--- src/rtl/sysclk_pkg.sv ---
// Shared types and sizes for the system clock control unit.
package sysclk_pkg;
    localparam int CFG_W   = 4;            // control register width
    localparam int RATIO_W = 2;            // ratio code width
    localparam int CNT_W   = 2**RATIO_W - 1; // counter width for largest ratio
    localparam logic [CFG_W-1:0] CFG_RESET = 4'b1100;

    typedef enum logic {SRC_MAIN = 1'b0, SRC_SUB = 1'b1} src_e;

    // Last count value of a period for a given ratio code.
    function automatic logic [CNT_W-1:0] period_limit(input logic [RATIO_W-1:0] code);
        return CNT_W'((1 << code) - 1);
    endfunction
endpackage

--- src/rtl/sysclk_cfg_reg.sv ---
// Control register with write filter.
// Assumes wr_data is valid in the cycle wr_en is high. Rejects any value
// that stops the main oscillator while selecting the main source, and
// flags accepted writes that change the ratio field.
module sysclk_cfg_reg
    import sysclk_pkg::*;
(
    input  logic             clk,
    input  logic             rst_n,
    input  logic             wr_en,
    input  logic [CFG_W-1:0] wr_data,
    output logic [CFG_W-1:0] cfg,
    output logic             ratio_chg
);
    logic accept;

    // Decide whether this write may be applied.
    always_comb begin
        accept    = wr_en && !(wr_data[1] && !wr_data[0]);
        ratio_chg = accept && (wr_data[CFG_W-1:CFG_W-RATIO_W] != cfg[CFG_W-1:CFG_W-RATIO_W]);
    end

    // Hold the register, loading accepted writes.
    always_ff @(posedge clk) begin
        if (!rst_n)      cfg <= CFG_RESET;
        else if (accept) cfg <= wr_data;
    end

    AST_RESET_VALUE: assert property (@(posedge clk) !rst_n |=> cfg == CFG_RESET);
    AST_NO_STARVE: assert property (@(posedge clk) disable iff (!rst_n)
        !(cfg[1] && !cfg[0]));
endmodule

--- src/rtl/sysclk_src_sel.sv ---
// Source selection and main oscillator control.
// Assumes period_end marks the last counted tick of a period. The active
// source follows the requested one only at such a boundary. The main
// oscillator stops only once the sub source is active.
module sysclk_src_sel
    import sysclk_pkg::*;
(
    input  logic clk,
    input  logic rst_n,
    input  logic sel_sub,
    input  logic stop_main,
    input  logic main_tick,
    input  logic sub_tick,
    input  logic freeze,
    input  logic period_end,
    output logic tick,
    output logic main_osc_en
);
    src_e src_act;

    // Gate and steer the tick of the active source.
    always_comb begin
        main_osc_en = !(stop_main && src_act == SRC_SUB);
        if (freeze)                tick = 1'b0;
        else if (src_act == SRC_SUB) tick = sub_tick;
        else                       tick = main_tick && main_osc_en;
    end

    // Move to the requested source at a period boundary.
    always_ff @(posedge clk) begin
        if (!rst_n)          src_act <= SRC_MAIN;
        else if (period_end) src_act <= sel_sub ? SRC_SUB : SRC_MAIN;
    end

    AST_SWITCH_AT_END: assert property (@(posedge clk) disable iff (!rst_n)
        !$stable(src_act) |-> $past(period_end));
    AST_OSC_SAFE: assert property (@(posedge clk) disable iff (!rst_n)
        !main_osc_en |-> src_act == SRC_SUB);
endmodule

--- src/rtl/sysclk_prescaler.sv ---
// Power-of-two period counter.
// Counts incoming ticks and marks the last tick of each period. An
// accepted ratio change restarts the count from zero.
module sysclk_prescaler
    import sysclk_pkg::*;
(
    input  logic               clk,
    input  logic               rst_n,
    input  logic               tick,
    input  logic               restart,
    input  logic               freeze,
    input  logic [RATIO_W-1:0] ratio,
    output logic               period_end
);
    logic [CNT_W-1:0] cnt;
    logic [CNT_W-1:0] limit;

    // Find the period limit and flag its final tick.
    always_comb begin
        limit      = period_limit(ratio);
        period_end = tick && (cnt == limit);
    end

    // Advance, wrap or restart the period count.
    always_ff @(posedge clk) begin
        if (!rst_n)          cnt <= '0;
        else if (restart)    cnt <= '0;
        else if (period_end) cnt <= '0;
        else if (tick)       cnt <= cnt + 1'b1;
    end

    AST_CNT_IN_RANGE: assert property (@(posedge clk) disable iff (!rst_n)
        cnt <= limit);
    AST_FREEZE_HOLDS: assert property (@(posedge clk) disable iff (!rst_n)
        (freeze && !restart) |=> $stable(cnt));
    AST_FREEZE_QUIET: assert property (@(posedge clk) disable iff (!rst_n)
        freeze |-> !period_end);
endmodule

--- src/rtl/sysclk_ctrl.sv ---
// System clock control unit top.
// Wires the control register, the source selector and the prescaler.
// It also grants or blocks power-down depending on the external clock mode.
module sysclk_ctrl
    import sysclk_pkg::*;
(
    input  logic             clk,
    input  logic             rst_n,
    input  logic             main_tick,
    input  logic             sub_tick,
    input  logic             ext_clk_sel,
    input  logic             wr_en,
    input  logic [CFG_W-1:0] wr_data,
    output logic [CFG_W-1:0] rd_data,
    input  logic             pd_req,
    output logic             pd_grant,
    output logic             pd_blocked,
    output logic             main_osc_en,
    output logic             sys_en
);
    logic [CFG_W-1:0] cfg;
    logic             ratio_chg;
    logic             tick;
    logic             period_end;

    // Power-down arbitration against the external clock mode.
    always_comb begin
        pd_grant   = pd_req && !ext_clk_sel;
        pd_blocked = pd_req && ext_clk_sel;
        rd_data    = cfg;
        sys_en     = period_end;
    end

    sysclk_cfg_reg u_cfg (
        .clk(clk), .rst_n(rst_n), .wr_en(wr_en), .wr_data(wr_data),
        .cfg(cfg), .ratio_chg(ratio_chg)
    );

    sysclk_src_sel u_src (
        .clk(clk), .rst_n(rst_n), .sel_sub(cfg[0]), .stop_main(cfg[1]),
        .main_tick(main_tick), .sub_tick(sub_tick), .freeze(pd_grant),
        .period_end(period_end), .tick(tick), .main_osc_en(main_osc_en)
    );

    sysclk_prescaler u_pre (
        .clk(clk), .rst_n(rst_n), .tick(tick), .restart(ratio_chg),
        .freeze(pd_grant), .ratio(cfg[CFG_W-1:CFG_W-RATIO_W]),
        .period_end(period_end)
    );

    AST_PD_EXCLUSIVE: assert property (@(posedge clk) disable iff (!rst_n)
        !(pd_grant && pd_blocked));
    AST_PD_RETAIN: assert property (@(posedge clk) disable iff (!rst_n)
        (pd_grant && !wr_en) |=> $stable(rd_data));
endmodule

--- config.mk ---
export PLATFORM = sky130hd
export DESIGN_NAME = sysclk_ctrl
export DESIGN_NICKNAME = d
export VERILOG_FILES = /design/src/rtl/sysclk_pkg.sv /design/src/rtl/sysclk_cfg_reg.sv /design/src/rtl/sysclk_src_sel.sv /design/src/rtl/sysclk_prescaler.sv /design/src/rtl/sysclk_ctrl.sv
export SDC_FILE = /design/constraint.sdc
export NUM_CORES = 1
export LEC_CHECK = 0
export BUFFER_PORTS_ARGS = -buffer_cell sky130_fd_sc_hd__buf_2
export CAP_MARGIN = 40
export CORE_MARGIN = 2
export CORE_UTILIZATION = 35
export DETAILED_ROUTE_END_ITERATION = 6
export GPL_TIMING_DRIVEN = 0
export PLACE_DENSITY = 0.69
export SLEW_MARGIN = 10
export SYNTH_ARGS = -nofsm -noshare
export SYNTH_HDL_FRONTEND = slang
export SYNTH_SLANG_ARGS = --single-unit
--- constraint.sdc ---
create_clock -name clk -period 1.8 [get_ports clk]
set_input_delay 0.18 -clock clk [delete_from_list [all_inputs] [get_ports clk]]
set_output_delay 0.18 -clock clk [all_outputs]
set_load 0.1 [all_outputs]
# == Word level (Yosys, flattened, before mapping) ==
# Index checks and enable logic that the tools add are counted.
# op_classes
n_eq_ne,2
bitwise_logic,1
add_sub_neg,2
n_reduce_logical,13
mux,3
shift,1
order_cmp,0
n_mul,0
div,0
# op_table
op,n
1-bit logical AND,8
1-bit zero test,4
"3-bit by 1-bit adder with 3-bit output, second input constant",1
3-bit equality test,1
1-bit two-way mux,3
3-bit OR reduction,1
"1-bit by 2-bit << shifter with 3-bit output, first input constant",1
"3-bit by 2-bit subtractor with 3-bit output, second input constant",1
2-bit inequality test,1
1-bit NOT,1
# word_totals
input_bits,11
regBits,8
ram_bits,0
out_inout_bits,8
latch_bits,0
rom_bits,0
mem_count,0
word_cells,25

# == Logic depth before layout (Yosys ltp) ==
# logic_depth
depth_word,7
depth_mapped,4
mapped_depth_nobuf,4

# == Hierarchy ==
# Synthesis repeated with hierarchy kept, for this count alone.
# hier_totals
cells_unflattened,51
hier_area_um2,464.2
# modules_own_cells
mod,seq_area_each_um2,area_per_inst_um2,instances,cells_per_inst
sysclk_prescaler,60.1,202.7,1,21
sysclk_cfg_reg,80.1,191.4,1,22
sysclk_src_sel,20.0,53.8,1,6
sysclk_ctrl,0.0,16.3,1,2

# == Worst setup path after synthesis ==
# OpenSTA, ideal clock, no wires.
# synth_timing
path_kind,register to register
startpoint,register u_cfg.cfg[3]
endpoint,register u_src.src_act
period_less_slack_ns,2.565
slack_ns,-0.765
required_ns,1.728
stages_incl_launch_ff,5
n_path_buf,0
arrival_time_ns,2.493
setup_ns,0.072
path_cell_list,dfxtp_1 -> nor2_1 -> o211a_2 -> nor3_4 -> mux2i_1
# synth_between
elab_chain_len,4
# synth_rtl
element,line,rtl
from (decl),sysclk_cfg_reg.sv:12,"output logic [CFG_W-1:0] cfg,"
from (signal assigned),sysclk_cfg_reg.sv:26,else if (accept) cfg <= wr_data;
1-bit by 2-bit << shifter with 3-bit output,sysclk_pkg.sv:12,return CNT_W'((1 << code) - 1);
3-bit by 2-bit subtractor with 3-bit output,sysclk_pkg.sv:12,
3-bit equality test,sysclk_prescaler.sv:21,period_end = tick && (cnt == limit);
1-bit logical AND,sysclk_prescaler.sv:21,
via sys_en,sysclk_ctrl.sv:19,output logic sys_en
to (signal assigned),sysclk_src_sel.sv:32,else if (period_end) src_act <= sel_sub ? SRC_SUB : SRC_MAIN;
to (decl),sysclk_src_sel.sv:19,src_e src_act;
# The timed path passes the listed nets, and every way through them passes these cells.
# A chain may end at the register's enable or synchronous reset.

# == Final worst setup path ==
# layout_timing
startpoint,register u_pre.cnt[0]
endpoint,output sys_en
# layout_between
elab_chain_len,2
# layout_rtl
element,line,rtl
from (decl),sysclk_prescaler.sv:15,logic [CNT_W-1:0] cnt;
from (signal assigned),sysclk_prescaler.sv:29,else if (tick) cnt <= cnt + 1'b1;
3-bit equality test,sysclk_prescaler.sv:21,
1-bit logical AND,sysclk_prescaler.sv:21,
to (decl),sysclk_ctrl.sv:19,
# Every way passes these cells.

==> results by group <==
Run status
  – Failing checks: negative setup slack
  – Status: finished, violations left

Routing
  – WL met3: 57 µm
  – M1 WL: 423 µm
  – DR vias/cell: 4.774
  – Antenna viol nets, final: 0
  – DRC Markers: 0
  – First-pass DRT Iterations: 2
  – Post-Route WL: 969 µm
  – Wirelength per Cell: 10.42 µm
  – Top routing layer used: met3
  – Initial drt markers: 11
  – Routed vias: 444
  – WL met2: 489 µm

Yosys
  – Netlist cell types: 22
  – Commonest cells in the netlist: dfxtp_1, nand2_1, nor2_1, mux2i_1
  – Synthesized instance count: 53
  – Register bit total from synthesis: 8
  – Mapped Area: 475.5 µm²
  – Synthesis Warnings: 0
  – Number of flops mapped to enable cells by yosys: 0
  – Cells taking the most area after synthesis: dfxtp_1, mux2i_1, nand2_1
  – Async set-reset flop share out of synthesis: 0
  – Seq/Total Area, Yosys: 0.3368
  – Area leader, netlist: dfxtp_1
  – Mapped Nets: 65
  – Syn avg cell area: 8.971 µm²
  – Top_reg_cell synth: dfxtp_1
  – Post-synth top area share: 0.3368

Clock tree
  – Clock sinks: 8
  – TritonCTS Buffers: 3
  – Clk_lat worst skew: 260 ps
  – CTS max path bufs: 2
  – CTS Hold Buffers Added: 0
  – Clk slew on worst S/H paths: 70 ps
  – CTS root buf: clkbuf_4
  – H-tree levels: 1
  – CTS tree: done

Final layout
  – Fill cell count: 129
  – Number of nets in the final layout: 91
  – Area grow syn2layout: 41.05%
  – Share of cells above drive strength 1: 0.4359
  – Post-Layout Inst Area: 670.6 µm²
  – # diodes: 0
  – Sequential Area: 171.4 µm²
  – Area of the multi-input gates: 304.0 µm²
  – Post-Layout Cell Count: 93

STA
  – Max Slew Vio Count: 0
  – Period utilization: 1.034
  – Clk_skew: 8.386 ps
  – Max Clock Freq: 537.1 MHz
  – Rel. slew slack: 0.6786
  – Setup WS post-layout: -61.70 ps
  – Worst-margin pin slew: 485.4 ps
  – RSZ-0062 raised after global routing: yes
  – Minimum clock period: 1862 ps
  – Final Hold Fails: 0
  – Setup Viol. Count Final: 1

Floorplanning
  – I/O pin count: 19
  – Vert. Die Dim: 40.86 µm
  – Placeable Area: 1285 µm²
  – Row cnt: 13
  – Starting Density: 0.3700
  – Die Footprint: 1669 µm²
  – Die X: 40.86 µm

Critical path
  – Crit start category: flip-flop
  – Crit path DAT: 1680 ps
  – Critical Path, Cell by Cell: or4_4 > o211a_4 > nor3_4 > buf_12
  – CP max-delay cell: or4_4
  – CP delay by family, top: simple AND/OR/NAND/NOR gates
  – WP buf/inv: 1
  – Setup crit end kind: primary output
  – Worst-path maximum fanout: 2
  – WS Path Type: reg -> out
  – Highest cell delay on the worst timing path: 530 ps
  – Critical Path RT: 1620 ps

Pwr
  – Power Internal: 0.0003232 W
  – Clock network fraction of total power: 0.308
  – Sequential share of power: 0.382
  – Sw Share: 0.3651
  – Sw power: 0.0001858 W
  – Leakage: 0.3165 nW
  – Logic pwr share: 0.311
  – Worst vdd ir: 0.0004091 V
  – Final Power: 0.0005091 W
  – PD cells: 759.1 nW/µm²

Place
  – DP Wirelength: 700.2 µm
  – Placer congestion estimate: 0.6992
  – Number of I/O port buffers: 18
  – Post-DP Area: 591.8 µm²
  – Placed insts: 86

Global routing
  – Initial antenna violation count: 0
  – Number of global-route vias before repair: 355
  – Tot GR Track Use: 0.1350
  – Pin count of the biggest net entering global routing: 9
  – First-pass GRT wire length: 1.421 mm
  – Gr ovfl total: 0

Run
  – Max Cap Viol: 0

Hold path
  – Hold Crit Class: in -> reg
-- cell families (layout without fill, tap and decap cells) --
group           count (synthesis)  after routing  share of synthesized area
xor+xnor                        4              4                    0.07370
buf+inv                         4             29                    0.04737
flops                           8              8                     0.3368
simple gates                   24             24                     0.2658
compound gates                  7              7                     0.1421
mux                             5              5                     0.1079
fa+ha+maj                       1              1                    0.02631
-- path summary, 6_finish.rpt --
check	start	to	slack [ps]	depth (start not counted)
setup / recovery	u_pre.cnt[0]	sys_en	-60	4
hold / removal	rst_n	u_cfg.cfg[2]	160	2
setup reg to reg	u_pre.cnt[0]	u_pre.cnt[1]	160	5
hold reg to reg	u_src.src_act	u_src.src_act	480	2
-- registers in the layout, summed over array words and instances, names as in the netlist --
register / count
u_pre.cnt: 3
u_src.src_act: 1
u_cfg.cfg: 4
-- routing by layer --
metal  up-vias  GRT usage
met5         -          0
met4         0    0.05000
met3         0    0.03261
met2        12     0.2383
met1       201     0.1541
li1        231          -
-- placed cells by master, fill, tap and decap left out --
cell and n:
o311ai_4 1, and2_1 2, o211a_4 1, ha_1 1
o21ai_0 1, inv_1 2, dfxtp_4 3, mux2_2 1
xnor2_1 1, dfxtp_1 5, buf_4 5, mux2i_1 4
clkbuf_1 1, a22oi_1 1, clkbuf_4 3, buf_2 17
nor2_1 5, or4_4 1, nand2b_1 3, o221ai_1 1
buf_12 1, nor3_4 1, nand3_1 2, nand2_1 8
a21oi_1 2, xor2_1 3, nor2b_1 2
-- per-stage QoR --
stage               setup TNS [ps]  utilization  hold slack, ps  setup WS [ps]
global route                -127.0       0.5219           166.6         -127.0
finish                      -61.70       0.5219           158.3         -61.70
detailed placement          -106.3       0.4606           428.0         -106.3
CTS                         -57.06       0.5219           161.2         -57.06
global placement            -76.84       0.4606           421.5         -76.84
floorplan                   -810.5            -           241.3         -474.7
-- power groups by stage --
stage	clock network [W]	logic (W)	registers (W)
5_1_grt	0.000171	0.000170	0.000196
3_3_place_gp	0	0.000141	0.000199
3_5_place_dp	0	0.000142	0.000199
6_report	0.000157	0.000158	0.000194
2_1_floorplan	0	0.0000937	0.000217
4_1_cts	0.000156	0.000158	0.000194
-- final cells by class --
| type | instances | share of cell area |
|---|---|---|
| well taps | 15 | 0.02799 |
| repair buffers | 21 | 0.1903 |
| clock buffers | 4 | 0.03918 |
| inverters | 2 | 0.01119 |
| plain buffers | 2 | 0.02239 |
| multi-input cells | 41 | 0.4534 |
| flip-flops and latches | 8 | 0.2556 |
-- what timing repair did --
item                                    4_1_cts  5_1_grt
pin swaps                                     1        0
buffers inserted                              3        0
endpoints found under the setup margin        1        1
gates resized for setup                       8        0
(Power assumes the default switching activity.)
